**config.mk**
```make
export PLATFORM = sky130hd
export DESIGN_NAME = pb_power_seq
export DESIGN_NICKNAME = d
export VERILOG_FILES = /design/src/rtl/pbseq_pkg.sv /design/src/rtl/pbseq_sync.sv /design/src/rtl/pbseq_rst_timer.sv /design/src/rtl/pbseq_fsm.sv /design/src/rtl/pb_power_seq.sv
export SDC_FILE = /design/constraint.sdc
export NUM_CORES = 1
export LEC_CHECK = 0
export CAP_MARGIN = 20
export CORE_MARGIN = 2
export CORE_UTILIZATION = 33
export DETAILED_ROUTE_END_ITERATION = 12
export SYNTH_ARGS = -nofsm -noshare
export SYNTH_HDL_FRONTEND = slang
export SYNTH_SLANG_ARGS = --single-unit
```
**constraint.sdc**
```tcl
create_clock -name clk -period 1.83 [get_ports clk]
set_input_delay 0.549 -clock clk [delete_from_list [all_inputs] [get_ports clk]]
set_output_delay 0.549 -clock clk [all_outputs]
set_load 0.01 [all_outputs]
```
**src/rtl/pbseq_pkg.sv**
```systemverilog
package pbseq_pkg;

    typedef enum logic [1:0] {
        PS_OFF   = 2'd0,
        PS_ARMED = 2'd1,
        PS_ON    = 2'd2
    } pwr_state_t;

    function automatic logic state_powers_rail(input pwr_state_t st);
        return (st == PS_ARMED) || (st == PS_ON);
    endfunction

endpackage

```
**src/rtl/pbseq_sync.sv**
```systemverilog
module pbseq_sync #(
    parameter int unsigned WIDTH  = 1,
    parameter int unsigned STAGES = 2
) (
    input  logic             clk,
    input  logic             rst_n,
    input  logic [WIDTH-1:0] async_i,
    output logic [WIDTH-1:0] sync_o
);
    localparam int unsigned LAST = STAGES - 1;

    logic [STAGES-1:0][WIDTH-1:0] chain_q;

    always_ff @(posedge clk or negedge rst_n) begin
        if (!rst_n) begin
            chain_q <= '0;
        end else begin
            chain_q[0] <= async_i;
            for (int s = 1; s < int'(STAGES); s++) begin
                chain_q[s] <= chain_q[s-1];
            end
        end
    end

    assign sync_o = chain_q[LAST];

endmodule

```
**src/rtl/pbseq_rst_timer.sv**
```systemverilog
module pbseq_rst_timer #(
    parameter int unsigned LIMIT = 65536
) (
    input  logic clk,
    input  logic rst_n,
    input  logic run_i,
    output logic expired_o
);
    localparam int unsigned CW = $clog2(LIMIT + 1);
    localparam logic [CW-1:0] TOP = CW'(LIMIT);

    logic [CW-1:0] count_q;

    always_ff @(posedge clk or negedge rst_n) begin
        if (!rst_n) begin
            count_q <= '0;
        end else if (!run_i) begin
            count_q <= '0;
        end else if (count_q != TOP) begin
            count_q <= count_q + 1'b1;
        end
    end

    assign expired_o = (count_q == TOP);

endmodule

```
**src/rtl/pbseq_fsm.sv**
```systemverilog
module pbseq_fsm
    import pbseq_pkg::*;
(
    input  logic clk,
    input  logic rst_n,
    input  logic press_i,
    input  logic hold_i,
    output logic rail_en_o
);
    pwr_state_t state_q, state_d;

    always_ff @(posedge clk or negedge rst_n) begin
        if (!rst_n) state_q <= PS_OFF;
        else        state_q <= state_d;
    end

    always_comb begin
        state_d = state_q;
        unique case (state_q)
            PS_OFF:   if (press_i) state_d = PS_ARMED;          // PRESS
            PS_ARMED: begin
                if (hold_i)        state_d = PS_ON;             // GRAB
                else if (!press_i) state_d = PS_OFF;            // ABORT
            end
            PS_ON:    if (!hold_i) state_d = PS_OFF;            // DROP
            default:               state_d = PS_OFF;
        endcase
    end

    always_comb begin
        rail_en_o = state_powers_rail(state_q);
    end

endmodule

```
**src/rtl/pb_power_seq.sv**
```systemverilog
module pb_power_seq #(
    parameter int unsigned TIMEOUT_CYCLES = 65536,
    parameter int unsigned SYNC_STAGES    = 2
) (
    input  logic clk,
    input  logic rst_n,
    input  logic btn_press_i,
    input  logic mrst_press_i,
    input  logic hold_a_i,
    input  logic hold_b_i,
    input  logic rail_good_i,
    output logic rail_en_o,
    output logic reset_n_o,
    output logic btn_stat_n_o
);
    localparam int unsigned NSYNC = 5;

    logic [NSYNC-1:0] raw_in, syn_in;
    logic btn_s, mrst_s, hold_a_s, hold_b_s, good_s;
    logic rail_on, count_run, timed_out;

    assign raw_in = {rail_good_i, hold_b_i, hold_a_i, mrst_press_i, btn_press_i};

    pbseq_sync #(.WIDTH(NSYNC), .STAGES(SYNC_STAGES)) sync_i (
        .clk     (clk),
        .rst_n   (rst_n),
        .async_i (raw_in),
        .sync_o  (syn_in)
    );

    assign {good_s, hold_b_s, hold_a_s, mrst_s, btn_s} = syn_in;

    pbseq_fsm fsm_i (
        .clk       (clk),
        .rst_n     (rst_n),
        .press_i   (btn_s),
        .hold_i    (hold_a_s | hold_b_s),
        .rail_en_o (rail_on)
    );

    assign count_run = rail_on & good_s & ~mrst_s;

    pbseq_rst_timer #(.LIMIT(TIMEOUT_CYCLES)) timer_i (
        .clk       (clk),
        .rst_n     (rst_n),
        .run_i     (count_run),
        .expired_o (timed_out)
    );

    assign rail_en_o    = rail_on;
    assign reset_n_o    = timed_out & count_run & ~mrst_press_i;
    assign btn_stat_n_o = ~(btn_press_i | mrst_press_i);

endmodule

```
# Word-level counts from Yosys, hierarchy flattened
# Index checks and enable logic that the tools add are counted.
dict set report word_totals {
  in_bits 7
  word_cells 32
  register_bits 29
  output_inout_bits 3
}
dict set report op_classes {
  muxes 7
  n_addsub 1
  bitwise_logic 9
  n_reduce_logical 3
  n_eq_ne 8
}
# cell n
set ops {}
lappend ops {{17-bit two-way mux} 2}
lappend ops {{17-bit by 1-bit adder with 17-bit output, second input constant} 1}
lappend ops {{17-bit equality test, second input constant} 1}
lappend ops {{17-bit != test, second input constant} 1}
lappend ops {{2-bit two-way mux} 4}
lappend ops {{2-bit case mux with 3 select lines} 1}
lappend ops {{1-bit AND} 4}
lappend ops {{2-bit != test, second input constant} 2}
lappend ops {{3-bit by 2-bit != test with 1-bit output, second input constant} 1}
lappend ops {{1-bit NOT} 3}
lappend ops {{3-bit AND reduction} 1}
lappend ops {{2-bit by 1-bit equality test with 1-bit output, second input constant} 1}
lappend ops {{2-bit equality test, second input constant} 1}
lappend ops {{2-bit logical NOT} 1}
lappend ops {{2-bit by 1-bit != test with 1-bit output, second input constant} 1}
lappend ops {{1-bit OR} 2}
lappend ops {{1-bit logical OR} 1}

# Logic depth before layout (Yosys ltp)
# Gate-level depths: netlist (run 1).
dict set report logic_depth {
  ltp_word 6
  mapped_depth 6
  ltp_nobuf 6
}

# Hierarchy
# Synthesis (run 1) repeated with hierarchy kept, for this count alone.
dict set report hier_totals {
  cells_unflattened 129
  hier_area_um2 1445.1
}
# module instances cells_each seq_area_each_um2 area_each_um2
set by_module_without_submodules {}
lappend by_module_without_submodules {pbseq_rst_timer 1 92 425.4 940.9}
lappend by_module_without_submodules {pbseq_sync 1 15 250.2 287.8}
lappend by_module_without_submodules {pbseq_fsm 1 17 50.0 183.9}
lappend by_module_without_submodules {pb_power_seq 1 5 0.0 32.5}

# Least setup slack after synthesis (run 1)
# OpenSTA, ideal clock, no wires.
dict set report synth_timing {
  path_type {register to output}
  startpoint {reg timer_i.count_q[0]}
  endpoint {out reset_n_o}
  stages_incl_launch_ff 6
  t_required_ns 1.281
  slack_ns -0.076
  n_path_buf 0
  arrival_ns 1.357
  path_cell_list {dfrtp_1 inv_1 ha_1 nor4b_1 nand4_1 nor3_1}
}
dict set report synth_between {
  elab_chain_cells 3
}
# element line
set synth_rtl {}
lappend synth_rtl {{start: declaration} pbseq_rst_timer.sv:12} ;# logic [CW-1:0] count_q;
lappend synth_rtl {{start signal: assignment} pbseq_rst_timer.sv:20} ;# count_q <= count_q + 1'b1;
lappend synth_rtl {{17-bit equality test} pbseq_rst_timer.sv:24} ;# assign expired_o = (count_q == TOP);
lappend synth_rtl {{1-bit AND (2 in series)} pb_power_seq.sv:51} ;# assign reset_n_o = timed_out & count_run & ~mrst_press_i;
lappend synth_rtl {{end: declaration} pb_power_seq.sv:13} ;# output logic reset_n_o,
# No other way between the ends.

# Worst setup path after layout (run 1)
# Same ends and word-level chain as after synthesis.

==> results.json, run 1 <==
{
  "powerDensity_mw_per_mm2": 1020,
  "grt_usage_pct": 14.9,
  "critPathArrivalTime_ns": 1.52,
  "grt_setup_unrepaired": "true",
  "place_congestion": 0.746,
  "seq_area_frac_synth_pct": 55.1,
  "hp-class": "flip-flop to flip-flop",
  "die_y_um": 67.2,
  "startpoint": "timer_i.count_q[0]$_DFFE_PN0P_",
  "drt-initial-drc-count": 14,
  "yosysTopAreaCell": "dfrtp_1",
  "rrSetupSlack_ns": 0.21,
  "reg2regPathDepth": 7,
  "ctsHoldBuffers": 0,
  "numPortBuffers": 9,
  "setup-tns-final_ns": -0.241,
  "place_area_mm2": 0.00163,
  "wl_per_cell_um": 13.4,
  "yosysMostFrequentCell": "dfrtp_1",
  "syn_inst": 122,
  "dp_hpwl_um": 1880,
  "whs_path_depth": 0,
  "setup_ws_ns": -0.241,
  "drc": 0,
  "fmax_ghz": 0.483,
  "synth_nets": 135,
  "synth.area.top_cells": "dfrtp_1 55%, xor2_1 6.7%, ha_1 5.7%, nor2_1 4.0%, nand4_1 2.9%",
  "io_pins": 10,
  "rows": 22,
  "hp-start": "sync_i.chain_q[0]$_DFF_PN0_",
  "p_leak_nw": 0.813,
  "timing.hold.ws_ns": 0.347,
  "seq_area_um2": 726,
  "clockRootBuffer": "clkbuf_8",
  "multi_input_area_um2": 607,
  "worst-setup-path-type": "flip-flop to primary output",
  "firstDrtPassIters": 4,
  "ctsHtreeMaxLevel": 2,
  "drive_gt1_share_pct": 29.4,
  "cts_sinks": 29,
  "synth_common_cells": "29 x dfrtp_1, 14 x nor2_1, 10 x xor2_1",
  "r2r_start": "fsm_i.state_q[0]$_DFFE_PN0P_",
  "vias": 1046,
  "worst_slew_margin_rel_pct": 76.0,
  "numCtsBuffers": 5,
  "finalCriticalPeriod_ns": 2.07,
  "synth_top_area_share_pct": 55.1,
  "cts.clk_slew.worst_paths_ns": 0.06,
  "final_nets": 172,
  "synth-seq-cells": 29,
  "cp-end-kind": "primary output",
  "worstPathRequired_ns": 1.28,
  "die-area_mm2": 0.00451,
  "fp.dieW_um": 67.2,
  "tightestPinTransition_ns": 0.361,
  "violations": "negative setup slack",
  "grt_pass1_wl_um": 4820,
  "grt.overflow.total": 0,
  "async_flop_share_pct": 100,
  "fin_crit_sh_pct": 113,
  "insertion_delay_ns": 0.28,
  "max_cap_viol_count": 0,
  "routed_wl_um": 2800,
  "start_util_pct": 35.2,
  "antennaDiodeCount": 0,
  "ir_drop_v": 0.000716,
  "synth_top_flop_cell": "dfrtp_1",
  "timing.rr.end": "fsm_i.state_q[0]$_DFFE_PN0P_",
  "grt_max_degree": 30,
  "antenna_found_initial": 0,
  "yosysWarnings": 0,
  "synth_area_mm2": 0.00132,
  "skew_ns": 0.00870,
  "min_to": "sync_i.sync_o[0]$_DFF_PN0_",
  "fillers": 362,
  "slew_viol_final": 0,
  "avgSynthCellArea_um2": 10.8,
  "synth-edff-count": 0,
  "stdcell_area_mm2": 0.00179,
  "hold_violations": 0,
  "core_mm2": 0.00374,
  "cts_tree": "built",
  "area_growth_pct": 35.9,
  "cp-start-kind": "flip-flop",
  "post_drt_via_cell_ratio": 5.03,
  "worstPathMaxFanout": 2,
  "grt_pass1_vias": 1049,
  "synth.distinct_cells": 28,
  "clock_path_buffers": 2,
  "setup_viol": 1,
  "status": "finished, violations left",
  "drt.antenna.violating_nets": 0
}
[cell families after synthesis]
group                      synth area share, %
AOI/OAI and AO/OA                         6.18
xor gates and xnor gates                  7.32
DFF                                       55.1
buffers and inverters                     3.14
muxes                                     1.62
and+or+nand+nor                           20.9
adders and majority gates                 5.70
[worst max path at each step]
stage / end / slack [ns]
after global placement: reset_n_o / -0.46
after detailed placement: reset_n_o / -0.49
after CTS: reset_n_o / -0.28
after floorplan: reset_n_o / 0.03
final: reset_n_o / -0.24
after global routing: reset_n_o / -0.30
[layer usage]
layer / share of wire (%) / vias to the layer above / wire length (um) / global-route usage, %
li1: - / 502 / - / -
met1: 43 / 532 / 1210 / 16.7
met2: 53 / 10 / 1490 / 25.9
met3: 2.7 / 2 / 75 / 5.00
met4: 0.79 / 0 / 22 / 6.12
met5: 0 / - / 0 / 0
[per-stage QoR]
stage	setup slack, ns	util [%]	total power, mW	instances
global placement	-0.460	43.5	1.09	198
global route	-0.305	47.8	1.92	208
finish	-0.241	47.8	1.82	208
CTS	-0.276	47.4	1.82	208
floorplan	0.0291	-	0.901	122
detailed placement	-0.488	43.5	1.11	198
[critical path, cell delays in order (launching register included)]
cell and delay (ns):
dfrtp_1 0.39, inv_2 0.08, ha_4 0.12, nor4b_4 0.17, nand4_1 0.10, buf_4 0.15
nor3_2 0.09, buf_2 0.14
[final cells by class]
cell class / instances / area share [%]
sequential: 29 / 40.6
multi-input combinational: 84 / 33.9
timing repair buffer: 34 / 14.6
clock buffer: 7 / 4.83
tap: 48 / 3.36
clock inverter: 1 / 1.68
inverter: 5 / 1.05
[flip-flops by register name, indices dropped and copies added (netlist names)]
| register | flops |
|---|---|
| fsm_i.state_q | 2 |
| sync_i.chain_q | 5 |
| timer_i.count_q | 17 |
| sync_i.sync_o | 5 |
[repair_timing]
item,in CTS,in global routing
gates resized for setup,19,4
pin swaps,2,0
endpoints found under the setup margin,3,1
buffers inserted,2,0
[report_power, final]
part	internal [mW]	total [mW]	switching, mW
Clock	0.443	0.671	0.228
Sequential	0.681	0.705	0.0239
Combinational	0.233	0.442	0.208
[layout by cell type (no fill, tap or decap), types with 2 or more instances in the layout]
cell	count
dfrtp_1	29
buf_4	25
nor2_1	14
xor2_1	10
o21ai_0	7
nand4_1	6
nand2_1	6
clkbuf_8	6
nand3_1	5
a21oi_1	5
clkdlybuf4s50_1	5
inv_2	4
or3_1	4
ha_1	4
buf_2	3
nand3b_1	2
and4_1	2
and2_1	2
and3_1	2
ha_4	2
Note: power is estimated with default switching activity, not from simulation.
==> run 2: changes to the inputs <==
- PLACE_DENSITY: not set -> 0.48
- SYNTH_HIERARCHICAL: not set -> 1
==> run 2 against run 1 <==
Net effect:
- the run still ends with negative setup slack left
- via count down 1.7%
- cell area up 5.6%
- utilization down 3.8 points
- critical path depth unchanged
- sequential power down 0.6%
- combinational power up 7.9%
- area after synthesis up 9.8%
- global-route usage down 2.5 points
- count of clock-buffer cells in the layout down 1
- sequential share of layout area down 2.1 points
- largest cell class unchanged
- largest power group unchanged
==> results.json, run 2 <==
{
  "status": "finished, violations left",
  "violations": "negative setup slack",
  "layout_common_cells": "31 x buf_4, 29 x dfrtp_1, 14 x and2_1, 12 x nand2_1, 10 x xnor2_1",
  "die-area_mm2": 0.00492,
  "cts_tree": "built",
  "fin_crit_sh_pct": 119,
  "drc": 0,
  "yosysMostFrequentCell": "dfrtp_1",
  "dp_hpwl_um": 1850,
  "numCtsBuffers": 5,
  "yosysTopAreaCell": "dfrtp_1",
  "cp-end-kind": "primary output",
  "synth-edff-count": 0,
  "die_y_um": 70.2,
  "synth_top_family_by_area": "simple AND/OR/NAND/NOR gates",
  "worst_slew_margin_rel_pct": 75.4,
  "seq_area_frac_synth_pct": 50.2,
  "drt.antenna.violating_nets": 0,
  "worstPathRequired_ns": 1.28,
  "cp_top_family": "simple AND/OR/NAND/NOR gates",
  "place_congestion": 0.777,
  "grt_pass1_vias": 1036,
  "worst-path-buf-inv": 3,
  "slew_viol_final": 0,
  "synth.distinct_cells": 28,
  "antenna_found_initial": 0,
  "setup_viol": 1,
  "place_area_mm2": 0.00176,
  "crit_chain": "inv_2 > ha_4 > nor4b_4 > nand4_1 > inv_1 > nor4b_4 > buf_2",
  "cp-start-kind": "flip-flop",
  "worstPathMaxFanout": 2,
  "avgSynthCellArea_um2": 11.2,
  "multi_input_area_um2": 691,
  "antennaDiodeCount": 0,
  "syn_inst": 129,
  "routed_wl_um": 2730,
  "synthXorXnorAreaFrac_pct": 6.67,
  "mostFrequentLayoutCell": "buf_4",
  "grt_pass1_wl_um": 4640,
  "synth_compound_area_share_pct": 2.08,
  "grt_usage_pct": 12.4,
  "fmax_ghz": 0.458,
  "grt_setup_unrepaired": "true",
  "final_nets": 181,
  "cpPeakStageDelay_ns": 0.40,
  "cts_sinks": 29,
  "synth_top_area_share_pct": 50.2,
  "cts.clk_slew.worst_paths_ns": 0.07,
  "synth-seq-cells": 29,
  "clockRootBuffer": "clkbuf_8",
  "synth.area.top_cells": "dfrtp_1 50%, and2_1 6.1%, xnor2_1 6.1%, ha_1 5.2%, mux2i_1 4.2%",
  "powerDensity_mw_per_mm2": 891,
  "critPathArrivalTime_ns": 1.63,
  "fillers": 437,
  "wl_per_cell_um": 12.3,
  "stdcell_area_mm2": 0.00189,
  "fp.dieW_um": 70.2,
  "insertion_delay_ns": 0.28,
  "grt_max_degree": 30,
  "synth_area_mm2": 0.00145,
  "start_util_pct": 33.7,
  "hold_violations": 0,
  "skew_ns": 0.00665,
  "yosysWarnings": 6,
  "drive_gt1_share_pct": 32.0,
  "setup-tns-final_ns": -0.352,
  "numPortBuffers": 9,
  "max_cap_viol_count": 0,
  "clock_path_buffers": 2,
  "finalCriticalPeriod_ns": 2.18,
  "io_pins": 10,
  "firstDrtPassIters": 4,
  "drt-initial-drc-count": 25,
  "vias": 1028,
  "grt.overflow.total": 0,
  "crit_path_frequent_cell": "nor4b_4",
  "core_mm2": 0.00429,
  "ctsHtreeMaxLevel": 2,
  "ctsHoldBuffers": 0,
  "worst-setup-path-type": "flip-flop to primary output",
  "tightestPinTransition_ns": 0.369,
  "async_flop_share_pct": 100,
  "yosys.area_share.simple_pct": 25.7,
  "synth_common_cells": "29 x dfrtp_1, 14 x and2_1, 12 x nand2_1",
  "synth_nets": 142,
  "area_growth_pct": 30.7,
  "slowest_stage": "dfrtp_1",
  "post_drt_via_cell_ratio": 4.65,
  "synth_top_flop_cell": "dfrtp_1",
  "rows": 24,
  "p_leak_nw": 0.937,
  "seq_area_um2": 726,
  "synth_adder_area_share_pct": 5.19,
  "synthMuxAreaShare_pct": 5.19,
  "hp-class": "flip-flop to flip-flop",
  "setup_ws_ns": -0.352,
  "largest_register_ffs": 17,
  "regMostFlops": "timer_i/count_q",
  "ir_drop_v": 0.000389
}
[run 2: logic make-up (layout without fill, tap and decap cells)]
kind of cell               after synthesis  in the layout
AOI/OAI and AO/OA                        3              3
xor gates and xnor gates                11             11
adders and majority gates                6              6
buffers and inverters                   13             53
DFF                                     29             29
muxes                                    7              7
and+or+nand+nor                         60             60
[run 2: per-layer routing]
layer  track usage [%]  vias to the layer above  part of all wire (%)
met5                 0                        -                     0
met4              5.77                        0                   2.1
met3              4.76                        7                   3.2
met2              19.4                       11                    48
met1              15.0                      503                    47
li1                  -                      507                     -
[run 2: stage by stage]
stage | power [mW] | setup slack, ns | std cells | utilization, % | hold WS (ns)
after floorplan | 0.990 | 0.0198 | 129 | - | 0.253
after global placement | 1.17 | -0.577 | 208 | 40.9 | 0.333
after detailed placement | 1.19 | -0.584 | 208 | 40.9 | 0.339
after CTS | 1.70 | -0.435 | 218 | 43.1 | 0.357
after global routing | 1.80 | -0.470 | 221 | 44.0 | 0.360
final | 1.68 | -0.352 | 221 | 44.0 | 0.351
[run 2: worst reg2reg max path, cell delays in order (launching register included)]
cell     delay (ns)
dfrtp_1        0.36
inv_2          0.06
ha_1           0.29
nand2_1        0.12
buf_4          0.15
nor2_1         0.08
buf_4          0.24
nand2_1        0.08
mux2i_1        0.14
[run 2: path summary, 6_finish.rpt]
kind / slack [ns] / depth (start not counted) / startpoint / endpoint
setup / recovery: -0.35 / 7 / timer_i/count_q[0]$_DFFE_PN0P_ / reset_n_o
hold / removal: 0.35 / 0 / sync_i/chain_q[2]$_DFF_PN0_ / sync_i/sync_o[2]$_DFF_PN0_
setup reg to reg: 0.23 / 8 / fsm_i/state_q[1]$_DFFE_PN0P_ / timer_i/count_q[15]$_DFFE_PN0P_
hold reg to reg: 0.35 / 0 / sync_i/chain_q[2]$_DFF_PN0_ / sync_i/sync_o[2]$_DFF_PN0_
max in group asynchronous: 0.91 / 2 / rst_n / timer_i/count_q[5]$_DFFE_PN0P_
min in group asynchronous: 0.65 / 2 / rst_n / timer_i/count_q[2]$_DFFE_PN0P_
[run 2: cell type report]
class,count,share of cell area [%]
Clock buffer,6,3.84
Clock inverter,2,0.530
Inverter,5,0.993
Multi-Input combinational cell,87,36.6
Sequential cell,29,38.4
Tap cell,52,3.44
Timing Repair Buffer,40,16.2
[run 2: power by group]
part	total, mW	switching [mW]	leakage (nW)	internal (mW)
Sequential	0.701	0.0200	0.379	0.681
Clock	0.506	0.243	0.0450	0.263
Combinational	0.477	0.224	0.513	0.253
[run 2: what timing repair did]
item	in CTS	in global routing
setup buffers	2	3
hold endpoints to repair	0	0
pin swaps	1	2
setup endpoints to repair	3	2
resized for setup	13	5
==> run 3: changes to the inputs <==
- TNS_END_PERCENT: not set -> 100
- clock period: 1.83 -> 2.2 ns (I/O delays scaled with it)
==> run 3 against run 2 <==
Net effect:
- the run still ends with negative setup slack left
- global-route usage up 0.56 points
- critical path depth down 2
- clock power up 12%
- non-clock buffer count down 6
- via count down 6.5%
- cell area down 0.79%
- wire length down 2.2%
- sequential share of layout area up 0.31 points
- total power down 8.8%
- setup slack better by 0.27 ns
- critical endpoint unchanged
==> results.json, run 3 (synthesis gave the netlist of run 2 again) <==
{
  "status": "finished, violations left",
  "violations": "negative setup slack",
  "startpoint": "timer_i/count_q[3]$_DFFE_PN0P_",
  "ir_drop_v": 0.000392,
  "grt_max_degree": 30,
  "critPathArrivalTime_ns": 1.62,
  "worst_slew_margin_rel_pct": 74.2,
  "slowest_stage": "dfrtp_1",
  "crit_chain": "nor4b_1 > nand4_1 > inv_1 > nor4b_2 > buf_2",
  "start_util_pct": 33.7,
  "firstDrtPassIters": 4,
  "setup_viol": 1,
  "cpPeakStageDelay_ns": 0.38,
  "powerDensity_mw_per_mm2": 819,
  "hp-class": "flip-flop to flip-flop",
  "setup-tns-final_ns": -0.0774,
  "worst-setup-path-type": "flip-flop to primary output",
  "largest_register_ffs": 17,
  "placedCellCount": 207,
  "ctsHoldBuffers": 0,
  "total_power_mw": 1.54,
  "rows": 24,
  "post_drt_via_cell_ratio": 4.47,
  "place_area_mm2": 0.00174,
  "regMostFlops": "timer_i/count_q",
  "grt_setup_unrepaired": "true",
  "wl_per_cell_um": 12.4,
  "insertion_delay_ns": 0.27,
  "fin_util_pct": 43.6,
  "ctsHtreeMaxLevel": 2,
  "grt.overflow.total": 0,
  "post-place-ws_ns": -0.384,
  "clockRootBuffer": "clkbuf_8",
  "fin_crit_sh_pct": 104,
  "cts_sinks": 29,
  "cts_tree": "built",
  "place_congestion": 0.725,
  "final_nets": 175,
  "io_pins": 10,
  "finalCriticalPeriod_ns": 2.28,
  "routed_wl_um": 2660,
  "cts.clk_slew.worst_paths_ns": 0.06,
  "die_y_um": 70.2,
  "antenna_found_initial": 0,
  "hold_violations": 0,
  "dp_hpwl_um": 1880,
  "setup_ws_ns": -0.0774,
  "core_mm2": 0.00429,
  "die-area_mm2": 0.00492,
  "fmax_ghz": 0.439,
  "numPortBuffers": 9,
  "hp-start": "sync_i/chain_q[3]$_DFF_PN0_",
  "worstPathRequired_ns": 1.54,
  "p_leak_nw": 0.916,
  "drc": 0,
  "fillers": 420,
  "skew_ns": 0.00392,
  "max_cap_viol_count": 0,
  "r2r_start": "fsm_i/state_q[0]$_DFFE_PN0P_",
  "final_cells": 215,
  "cp-start-kind": "flip-flop",
  "mostFrequentLayoutCell": "dfrtp_1",
  "vias": 961,
  "worstPathMaxFanout": 2,
  "tightestPinTransition_ns": 0.386,
  "area_growth_pct": 29.7,
  "antennaDiodeCount": 0,
  "slew_viol_final": 0,
  "cp-end-kind": "primary output",
  "grt_usage_pct": 12.9,
  "drt.antenna.violating_nets": 0,
  "timing.hold.ws_ns": 0.348,
  "drt-initial-drc-count": 16,
  "drive_gt1_share_pct": 28.8,
  "grt_pass1_vias": 1068,
  "clock_path_buffers": 2,
  "stdcell_area_mm2": 0.00187,
  "numCtsBuffers": 5,
  "grt_pass1_wl_um": 4950,
  "layout_common_cells": "29 x dfrtp_1, 25 x buf_4, 14 x and2_1, 12 x nand2_1, 10 x xnor2_1",
  "fp.dieW_um": 70.2
}
[run 3: where the power goes]
group	switching, mW	leakage [nW]	internal [mW]	total, mW
clock network	0.197	0.0585	0.369	0.566
logic	0.177	0.479	0.207	0.384
registers	0.0190	0.379	0.566	0.585
total	0.394	0.916	1.14	1.54
[run 3: worst max-delay path, delay by kind of cell (launching register included)]
kind,cells,cell delay (ns)
simple gates,3,0.72
flops,1,0.38
buf+inv,2,0.25
[run 3: metal layers]
| metal | GRT usage, % | share of wire, % |
|---|---|---|
| met1 | 16.7 | 49 |
| met2 | 20.2 | 46 |
| met3 | 4.47 | 3.2 |
| met4 | 4.49 | 1.7 |
| met5 | 0 | 0 |
[run 3: final cells by class]
type	instances	area [um2]	share of cell area, %
Clock buffer	7	86.3	4.61
Sequential cell	29	726	38.7
Tap cell	52	65.1	3.47
Clock inverter	1	30.0	1.60
Timing Repair Buffer	34	267	14.2
Inverter	5	18.8	1.00
Multi-Input combinational cell	87	682	36.4
[run 3: path summary, 6_finish.rpt]
kind | end | slack (ns) | cells past startpoint
worst max-delay path | reset_n_o | -0.08 | 5
worst min-delay path | sync_i/sync_o[3]$_DFF_PN0_ | 0.35 | 0
worst max register to register | timer_i/count_q[15]$_DFFE_PN0P_ | 0.62 | 8
worst min register to register | sync_i/sync_o[3]$_DFF_PN0_ | 0.35 | 0
max in group asynchronous | timer_i/count_q[5]$_DFFE_PN0P_ | 1.15 | 2
min in group asynchronous | fsm_i/state_q[1]$_DFFE_PN0P_ | 0.77 | 2
[run 3: what timing repair did]
| action | in CTS | in global routing |
|---|---|---|
| resized for setup | 16 | 0 |
| pin swaps | 1 | 0 |
| setup endpoints to repair | 3 | 1 |
| buffers inserted | 0 | 0 |
